**config.mk**
```make
export PLATFORM = sky130hd
export DESIGN_NAME = pirq_router
export DESIGN_NICKNAME = d
export VERILOG_FILES = /design/src/rtl/pirq_pkg.sv /design/src/rtl/pirq_link_regs.sv /design/src/rtl/pirq_link_counter.sv /design/src/rtl/pirq_irq_combiner.sv /design/src/rtl/pirq_router.sv
export SDC_FILE = /design/constraint.sdc
export NUM_CORES = 1
export LEC_CHECK = 0
export CORE_MARGIN = 8
export CORE_UTILIZATION = 50
export DETAILED_ROUTE_END_ITERATION = 12
export GPL_ROUTABILITY_DRIVEN = 1
export GPL_TIMING_DRIVEN = 0
export PLACE_DENSITY = 0.73
export SYNTH_ARGS = -nofsm -noshare
export SYNTH_HDL_FRONTEND = slang
export SYNTH_SLANG_ARGS = --single-unit
```
**constraint.sdc**
```tcl
create_clock -name clk -period 2.4 [get_ports clk]
set_clock_uncertainty 0.2 [all_clocks]
set_input_delay 0.36 -clock clk [delete_from_list [all_inputs] [get_ports clk]]
set_output_delay 0.36 -clock clk [all_outputs]
set_load 0.02 [all_outputs]
```
**src/rtl/pirq_pkg.sv**
```systemverilog
package pirq_pkg;
  parameter int NUM_LINKS = 8;
  parameter int IRQ_LINES = 16;
  parameter int REG_W     = 8;
  parameter int IRQ_W     = 4;
  parameter int CNT_W     = 4;
  parameter int DIS_BIT   = 7;
  parameter int IDX_W     = $clog2(NUM_LINKS + 1);
  // legal targets: 3-7, 9-12, 14, 15
  parameter logic [IRQ_LINES-1:0] LEGAL_MASK = 16'hDEF8;
  parameter logic [REG_W-1:0] KEEP_MASK = (REG_W'(1) << DIS_BIT) | REG_W'((1 << IRQ_W) - 1);
  parameter logic [REG_W-1:0] RESET_VAL = REG_W'(1) << DIS_BIT;

  function automatic logic [REG_W-1:0] mask_reg(input logic [REG_W-1:0] v);
    return v & KEEP_MASK;
  endfunction

  function automatic logic [IRQ_W-1:0] irq_field(input logic [REG_W-1:0] v);
    return v[IRQ_W-1:0];
  endfunction

  function automatic logic irq_legal(input logic [IRQ_W-1:0] n);
    return LEGAL_MASK[n];
  endfunction

  function automatic logic link_routed(input logic [REG_W-1:0] v);
    return !v[DIS_BIT] && irq_legal(irq_field(v));
  endfunction

  function automatic logic [CNT_W-1:0] next_count(input logic [CNT_W-1:0] c,
                                                  input logic up, input logic dn);
    logic [CNT_W-1:0] r;
    r = c;
    if (up && !dn && c != {CNT_W{1'b1}}) r = c + 1'b1;
    else if (dn && !up && c != '0)       r = c - 1'b1;
    return r;
  endfunction
endpackage

```
**src/rtl/pirq_link_regs.sv**
```systemverilog
module pirq_link_regs
  import pirq_pkg::*;
#(
  parameter int N  = NUM_LINKS,
  parameter int RW = REG_W,
  parameter int IW = IDX_W
) (
  input  logic              clk,
  input  logic              rst_n,
  input  logic              wr_en,
  input  logic [IW-1:0]     wr_idx,
  input  logic [RW-1:0]     wr_data,
  input  logic [IW-1:0]     rd_idx,
  output logic [RW-1:0]     rd_data,
  output logic [N-1:0][RW-1:0] regs_q,
  output logic [N-1:0]      reg_change
);
  logic [RW-1:0] wr_masked;
  logic [N-1:0]  wr_hit;

  assign wr_masked = mask_reg(wr_data);

  for (genvar i = 0; i < N; i++) begin : g_reg
    assign wr_hit[i]     = wr_en && (wr_idx == IW'(i + 1));
    assign reg_change[i] = wr_hit[i] && (wr_masked != regs_q[i]);

    always_ff @(posedge clk or negedge rst_n) begin
      if (!rst_n)             regs_q[i] <= RESET_VAL;
      else if (reg_change[i]) regs_q[i] <= wr_masked;
    end

    AST_SAME_WRITE_INERT: assert property (@(posedge clk) disable iff (!rst_n)
      (wr_hit[i] && !reg_change[i]) |=> $stable(regs_q[i]));
  end

  always_comb begin
    rd_data = '0;
    for (int i = 0; i < N; i++)
      if (rd_idx == IW'(i + 1)) rd_data = regs_q[i];
  end

  AST_RD_MASKED: assert property (@(posedge clk) disable iff (!rst_n)
    (rd_data & ~KEEP_MASK) == '0);
  AST_BAD_IDX_READ: assert property (@(posedge clk) disable iff (!rst_n)
    (rd_idx == '0 || rd_idx > IW'(N)) |-> rd_data == '0);
endmodule

```
**src/rtl/pirq_link_counter.sv**
```systemverilog
module pirq_link_counter
  import pirq_pkg::*;
#(
  parameter int CW = CNT_W
) (
  input  logic          clk,
  input  logic          rst_n,
  input  logic          up,
  input  logic          dn,
  output logic [CW-1:0] cnt_q,
  output logic          active
);
  localparam logic [CW-1:0] CNT_MAX = {CW{1'b1}};

  always_ff @(posedge clk or negedge rst_n) begin
    if (!rst_n) cnt_q <= '0;
    else        cnt_q <= next_count(cnt_q, up, dn);
  end

  assign active = (cnt_q != '0);

  AST_NO_UNDERFLOW: assert property (@(posedge clk) disable iff (!rst_n)
    (cnt_q == '0 && dn && !up) |=> cnt_q == '0);
  AST_NO_OVERFLOW: assert property (@(posedge clk) disable iff (!rst_n)
    (cnt_q == CNT_MAX && up && !dn) |=> cnt_q == CNT_MAX);
  AST_CANCEL: assert property (@(posedge clk) disable iff (!rst_n)
    (up && dn) |=> $stable(cnt_q));
  AST_INC_STEP: assert property (@(posedge clk) disable iff (!rst_n)
    (up && !dn && cnt_q != CNT_MAX) |=> cnt_q == $past(cnt_q) + 1'b1);
endmodule

```
**src/rtl/pirq_irq_combiner.sv**
```systemverilog
module pirq_irq_combiner
  import pirq_pkg::*;
#(
  parameter int N  = NUM_LINKS,
  parameter int L  = IRQ_LINES,
  parameter int RW = REG_W
) (
  input  logic              clk,
  input  logic              rst_n,
  input  logic [N-1:0]      active,
  input  logic [N-1:0][RW-1:0] regs_q,
  output logic [L-1:0]      irq_out
);
  logic [N-1:0] drive;

  for (genvar i = 0; i < N; i++) begin : g_drv
    assign drive[i] = active[i] && link_routed(regs_q[i]);
  end

  for (genvar n = 0; n < L; n++) begin : g_line
    logic [N-1:0] hits;
    for (genvar i = 0; i < N; i++) begin : g_hit
      assign hits[i] = drive[i] && (irq_field(regs_q[i]) == IRQ_W'(n));
    end
    assign irq_out[n] = |hits;
  end

  AST_ONLY_LEGAL: assert property (@(posedge clk) disable iff (!rst_n)
    (irq_out & ~LEGAL_MASK) == '0);
  AST_IDLE_QUIET: assert property (@(posedge clk) disable iff (!rst_n)
    (active == '0) |-> irq_out == '0);
endmodule

```
**src/rtl/pirq_router.sv**
```systemverilog
module pirq_router
  import pirq_pkg::*;
#(
  parameter int N  = NUM_LINKS,
  parameter int L  = IRQ_LINES,
  parameter int RW = REG_W,
  parameter int CW = CNT_W,
  parameter int IW = IDX_W
) (
  input  logic          clk,
  input  logic          rst_n,
  input  logic          wr_en,
  input  logic [IW-1:0] wr_idx,
  input  logic [RW-1:0] wr_data,
  input  logic [IW-1:0] rd_idx,
  output logic [RW-1:0] rd_data,
  input  logic [N-1:0]  evt_raise,
  input  logic [N-1:0]  evt_drop,
  output logic [L-1:0]  irq_out
);
  logic [N-1:0][RW-1:0] regs_q;
  logic [N-1:0]         reg_change;
  logic [N-1:0]         active;
  logic [N-1:0][CW-1:0] cnt_q;

  pirq_link_regs #(.N(N), .RW(RW), .IW(IW)) u_regs (
    .clk(clk), .rst_n(rst_n), .wr_en(wr_en), .wr_idx(wr_idx),
    .wr_data(wr_data), .rd_idx(rd_idx), .rd_data(rd_data),
    .regs_q(regs_q), .reg_change(reg_change)
  );

  for (genvar i = 0; i < N; i++) begin : g_cnt
    pirq_link_counter #(.CW(CW)) u_cnt (
      .clk(clk), .rst_n(rst_n), .up(evt_raise[i]), .dn(evt_drop[i]),
      .cnt_q(cnt_q[i]), .active(active[i])
    );

    // live reroute: old line dropped, new line taken at one edge
    AST_REROUTE_NEW: assert property (@(posedge clk) disable iff (!rst_n)
      (reg_change[i] && active[i] && !evt_drop[i] && link_routed(mask_reg(wr_data)))
      |=> irq_out[irq_field(regs_q[i])]);
  end

  pirq_irq_combiner #(.N(N), .L(L), .RW(RW)) u_comb (
    .clk(clk), .rst_n(rst_n), .active(active), .regs_q(regs_q), .irq_out(irq_out)
  );
endmodule

```
# Yosys cells after proc, flatten, opt, wreduce, memory -nomap -nowiden
# Memory sizes are Yosys's and may differ from the RTL's.
# Index checks and enable logic that the tools add are counted.
# word_totals
ramBits	0
register_bits	72
latchBits	0
mem_bits_ro	128
word_cells	488
n_memories	8
output_inout_bits	24
# op_classes
div_mod_pow	0
bitwise_logic	0
n_shift	0
n_reduce_logical	256
magnitude_cmp	8
multipliers	0
eq_ne	152
n_addsub	16
muxes	32
# memory_table
memory	depth	word_bits	read_ports	rd_ports_with_merged_regs	wr	line_no	source
(name not given)	16	1	1	0	0	pirq_pkg.sv:23	return LEGAL_MASK[n];
(name not given)	16	1	1	0	0	pirq_pkg.sv:23	
(name not given)	16	1	1	0	0	pirq_pkg.sv:23	
(name not given)	16	1	1	0	0	pirq_pkg.sv:23	
(name not given)	16	1	1	0	0	pirq_pkg.sv:23	
(name not given)	16	1	1	0	0	pirq_pkg.sv:23	
2 more memories	-	-	-	-	-	-	
# op_table
cell	n
$eq 4x4->1 const B	66
$logic_and 1x1->1	192
$eq 4x3->1 const B	40
$reduce_or 8->1	16
$eq 4x2->1 const B	20
$mux 4	16
$mux 8	8
$eq 4x1->1 const B	10
$lt 4x5->1 const B	8
$ne 5x5->1	8
$add 4x1->4 const B	8
$logic_not 4->1	8
$ne 4x4->1 const B	8
$reduce_bool 4->1	8
$sub 4x1->4 const B	8
$logic_not 1->1	24
$reduce_bool 2->1	8
$mux 1	8

# Longest topological paths before layout
# depth
depth_word	9
depth_mapped	7
mapped_depth_nobuf	7

# Hierarchy
# Synthesis repeated with hierarchy kept, for this count alone.
# unflattened
hier_cells	568
area_unflattened_um2	5816.8
# modules_own_cells
module	area_each_um2	cells_per_inst	n_inst	seq_area_each_um2
pirq_link_regs	2748.9	255	1	1011.0
pirq_link_counter	259.0	20	8	100.1
pirq_irq_combiner	996.0	153	1	0.0

# Worst setup path after synthesis
# No wires, ideal clock.
# synth_timing
kind	register to output
from	register g_cnt[2].u_cnt.cnt_q[0]
to	output irq_out[14]
path_buffers	0
path_stages_with_launch	5
arrival_ns	1.798
required_ns	1.840
path_slack_ns	0.042
cell_sequence	dfrtp_1 nor4_4 nor4b_2 a32o_1 or4_1
# synth_between
elab_chain_len	4
# synth_rtl
item	line_no	source
start: declaration	pirq_link_counter.sv:10	output logic [CW-1:0] cnt_q,
start signal: assignment	pirq_link_counter.sv:17	else cnt_q <= next_count(cnt_q, up, dn);
$reduce_bool 4->1	pirq_link_counter.sv:20	assign active = (cnt_q != '0);
$logic_and 1x1->1	pirq_irq_combiner.sv:17	assign drive[i] = active[i] && link_routed(regs_q[i]);
$logic_and 1x1->1	pirq_irq_combiner.sv:23	assign hits[i] = drive[i] && (irq_field(regs_q[i]) == IRQ_W'(n));
$reduce_or 8->1	pirq_irq_combiner.sv:25	assign irq_out[n] = |hits;
end: declaration	pirq_router.sv:19	output logic [L-1:0] irq_out
# No other way between the ends.

# Final worst setup path
# layout_timing
from	register g_cnt[2].u_cnt.cnt_q[1]
to	output irq_out[14]
# Same word-level chain as after synthesis.

==> flow_summary.yaml <==
outcome:
  status: "finished with violations"
  violations: "negative setup slack"
layout:
  n_fill_cell: 773
  n_antenna_cell: 0
  design_area_um2: 6570
  multi_input_area_um2: 3460
  area_growth_pct: 31.4
  register_area_um2: 1840
  final_cell_mix: "buf_4, mux2_2, dfrtp_1"
  final_common_cell: "buf_4"
  drive_gt1_share_pct: 38.3
  fin_util_pct: 67.6
  finalNetCount: 667
sta:
  fmax_ghz: 0.355
  finalMaxSlewViolations: 0
  worst_slew_pin_slew_ns: 1.15
  layout_setup_ws_ns: -0.415
  setup_viol: 11
  finalHoldViolCount: 0
  fin_tns_setup_ns: -3.35
  fin_crit_sh_pct: 117
  layout_min_cycle_time_ns: 2.81
  rsz0062_at_grt: "true"
  max-slew-margin-rel_pct: 23.0
power_and_ir_drop:
  clockPowerShare_pct: 14.9
  p_int_w: 0.00394
  p_seq_share_pct: 36.8
  max-vdd-ir-drop_uv: 751
  switchingPower_w: 0.00285
  p_leak_nw: 2.64
  p_comb_share_pct: 48.3
  powerDensity_nw_per_um2: 1030
  netSwitchingFraction_pct: 41.9
clocking:
  htree_levels: 3
  path_clk_slew_ns: 0.08
  clockBufferDepth: 2
  numCtsBuffers: 9
  cts.sink_count: 72
  clock_latency_ns: 0.37
  tritoncts: "built"
  cts_root_buf: "clkbuf_8"
detailed_routing:
  via_count: 4491
  ant_nets: 0
  first_iter_violations: 301
  wl_per_cell_um: 20.4
  drc: 0
  dr.pass1.iters: 6
  avgViaCountPerCell: 6.02
  wirelength_um: 15200
setup_path:
  endpoint_kind: "output pin"
  worstSetupPathType: "reg2out"
  start_kind: "flop"
  r2r_cells: 8
  critPathArrivalTime_ns: 2.25
  cp_max_fo: 3
  worst_ep_required_time_ns: 1.84
place:
  routabilityCongestion: 1.01
  hpwl_um: 11000
  port_buffers: 45
  dpl_cell_area_um2: 5640
grt:
  grt_pass1_wl_um: 24100
  antenna_found_initial: 0
  grt.overflow.total: 0
  grt_pass1_vias: 4526
  track_usage_pct: 23.3
  grt_max_degree: 73
synth:
  synth_compound_area_share_pct: 11.8
  yosysWarnings: 0
  yosys.area_share.simple_pct: 24.5
  async_flop_share_pct: 100
  synth_fa_ha_area_share_pct: 7.20
  synth_area_leaders: "dfrtp_1, mux2_2, dfstp_2, ha_1, fa_1"
  muxShareOfSynthArea_pct: 13.2
  synth_edf_count: 0
  synth-xor-area-share_pct: 4.20
  synth_seq_cells: 72
  avgSynthCellArea_um2: 9.91
  netlist_area_um2: 5000
  yosys.area.top_type: "dfrtp_1"
  synth_top_area_share_pct: 32.0
  synth_cells: 505
  synth_top_family_by_area: "simple AND/OR/NAND/NOR gates"
  synth_cell_types: 57
  ys_seq_area_share_pct: 36.2
  synth_ff_type: "dfrtp_1"
die:
  design.die.area_um2: 13500
  core-area_um2: 9730
  die_y_um: 116
  die_w_um: 116
  rows: 36
  start_util_pct: 51.4
  io_pins: 59
worst_hold_path:
  holdPathStages: 1
  worstHoldPathType: "reg2reg"
flow_run:
  drv_cap: 0
-- power groups by stage --
stage          Combinational (W)  Clock [W]  Sequential (W)
2_1_floorplan            0.00187          0         0.00223
6_report                 0.00328    0.00101         0.00250
3_5_place_dp             0.00256          0         0.00245
3_3_place_gp             0.00247          0         0.00241
4_1_cts                  0.00304    0.00104         0.00247
5_1_grt                  0.00360    0.00108         0.00256
-- synth_stat cells (2+ instances only) --
cell type and instances:
a211oi_1 4, a21o_1 7, a21oi_1 22, a221oi_1 2
a22o_1 5, a22oi_1 5, a31oi_1 12, and2_1 8
and3_1 4, buf_4 8, clkbuf_1 14, dfrtp_1 64
dfstp_2 8, fa_1 8, ha_1 16, inv_1 6
mux2_2 49, mux2i_1 11, nand2_1 37, nand2b_1 5
nand3_1 5, nand3b_1 12, nand4_1 19, nor2_1 35
nor2b_1 11, nor3_1 22, nor3b_1 8, nor4_1 5
nor4_2 2, nor4_4 3, nor4b_1 5, o21ai_0 15
o22ai_1 4, o311ai_0 3, o32ai_1 2, or3_1 5
or3b_2 8, or4_1 2, or4b_2 4, xnor2_1 16
xor2_1 8
-- path summary, 6_finish.rpt --
check,slack [ns],end,from
worst max-delay path,-0.41,irq_out[14],g_cnt[2].u_cnt.cnt_q[1]
worst min-delay path,0.35,g_cnt[1].u_cnt.cnt_q[3],g_cnt[1].u_cnt.cnt_q[3]
worst max register to register,0.18,g_cnt[5].u_cnt.cnt_q[3],g_cnt[5].u_cnt.cnt_q[0]
worst min register to register,0.35,g_cnt[1].u_cnt.cnt_q[3],g_cnt[1].u_cnt.cnt_q[3]
max in group asynchronous,0.91,g_cnt[4].u_cnt.cnt_q[0],rst_n
min in group asynchronous,0.45,g_cnt[2].u_cnt.cnt_q[0],rst_n
-- what timing repair did --
item                                    CTS  global route
endpoints found under the hold margin    64             0
resized for setup                       156            36
gates cloned                              0             0
hold buffers                              1             0
pin swaps                                31            23
setup buffers                            23            20
endpoints found under the setup margin   16            19
-- through the flow --
step	setup WS (ns)	hold WS, ns	instances	total power (W)
after floorplan	0.0417	-0.136	512	0.00409
after global placement	-1.65	0.279	690	0.00488
after detailed placement	-0.798	0.298	690	0.00500
after CTS	-0.423	0.357	728	0.00655
final	-0.415	0.353	746	0.00679
after global routing	-0.476	0.377	746	0.00724
-- cell type report --
cell class                 count  area share (%)
buffer                        22            2.15
clock buffer                  10            2.09
clock inverter                 6            1.03
inverter                       6           0.343
multi-input combinational    411            52.6
sequential                    72            27.9
tap                          133            2.53
timing repair buffer          86            11.3
-- logic make-up after synthesis --
| kind of cell | Yosys count |
|---|---|
| other | 1 |
| DFF | 72 |
| muxes | 60 |
| and+or+nand+nor | 205 |
| adders and majority gates | 24 |
| AOI/OAI and AO/OA | 90 |
| buffers and inverters | 29 |
| xor gates and xnor gates | 24 |
-- worst max-delay path, cell delays in order (launching register included) --
cell and delay (ns):
dfrtp_2 0.44, nor4_4 0.42, nor4b_4 0.09, a32o_1 0.26, or4_4 0.54, buf_6 0.15
-- routing by layer --
metal  vias to the layer above  global-route usage [%]  share of wire [%]
li1                       2091                       -                  -
met1                      2189                    29.4                 44
met2                       166                    37.2                 46
met3                        45                    4.27                6.3
met4                         0                    12.5                4.1
met5                         -                       0                  0
-- flip-flops by register name, summed over array words and instances (netlist names) --
name / flops
g_cnt.u_cnt.cnt_q: 32
u_regs.regs_q: 40
Power figures use the tool's default switching activity.
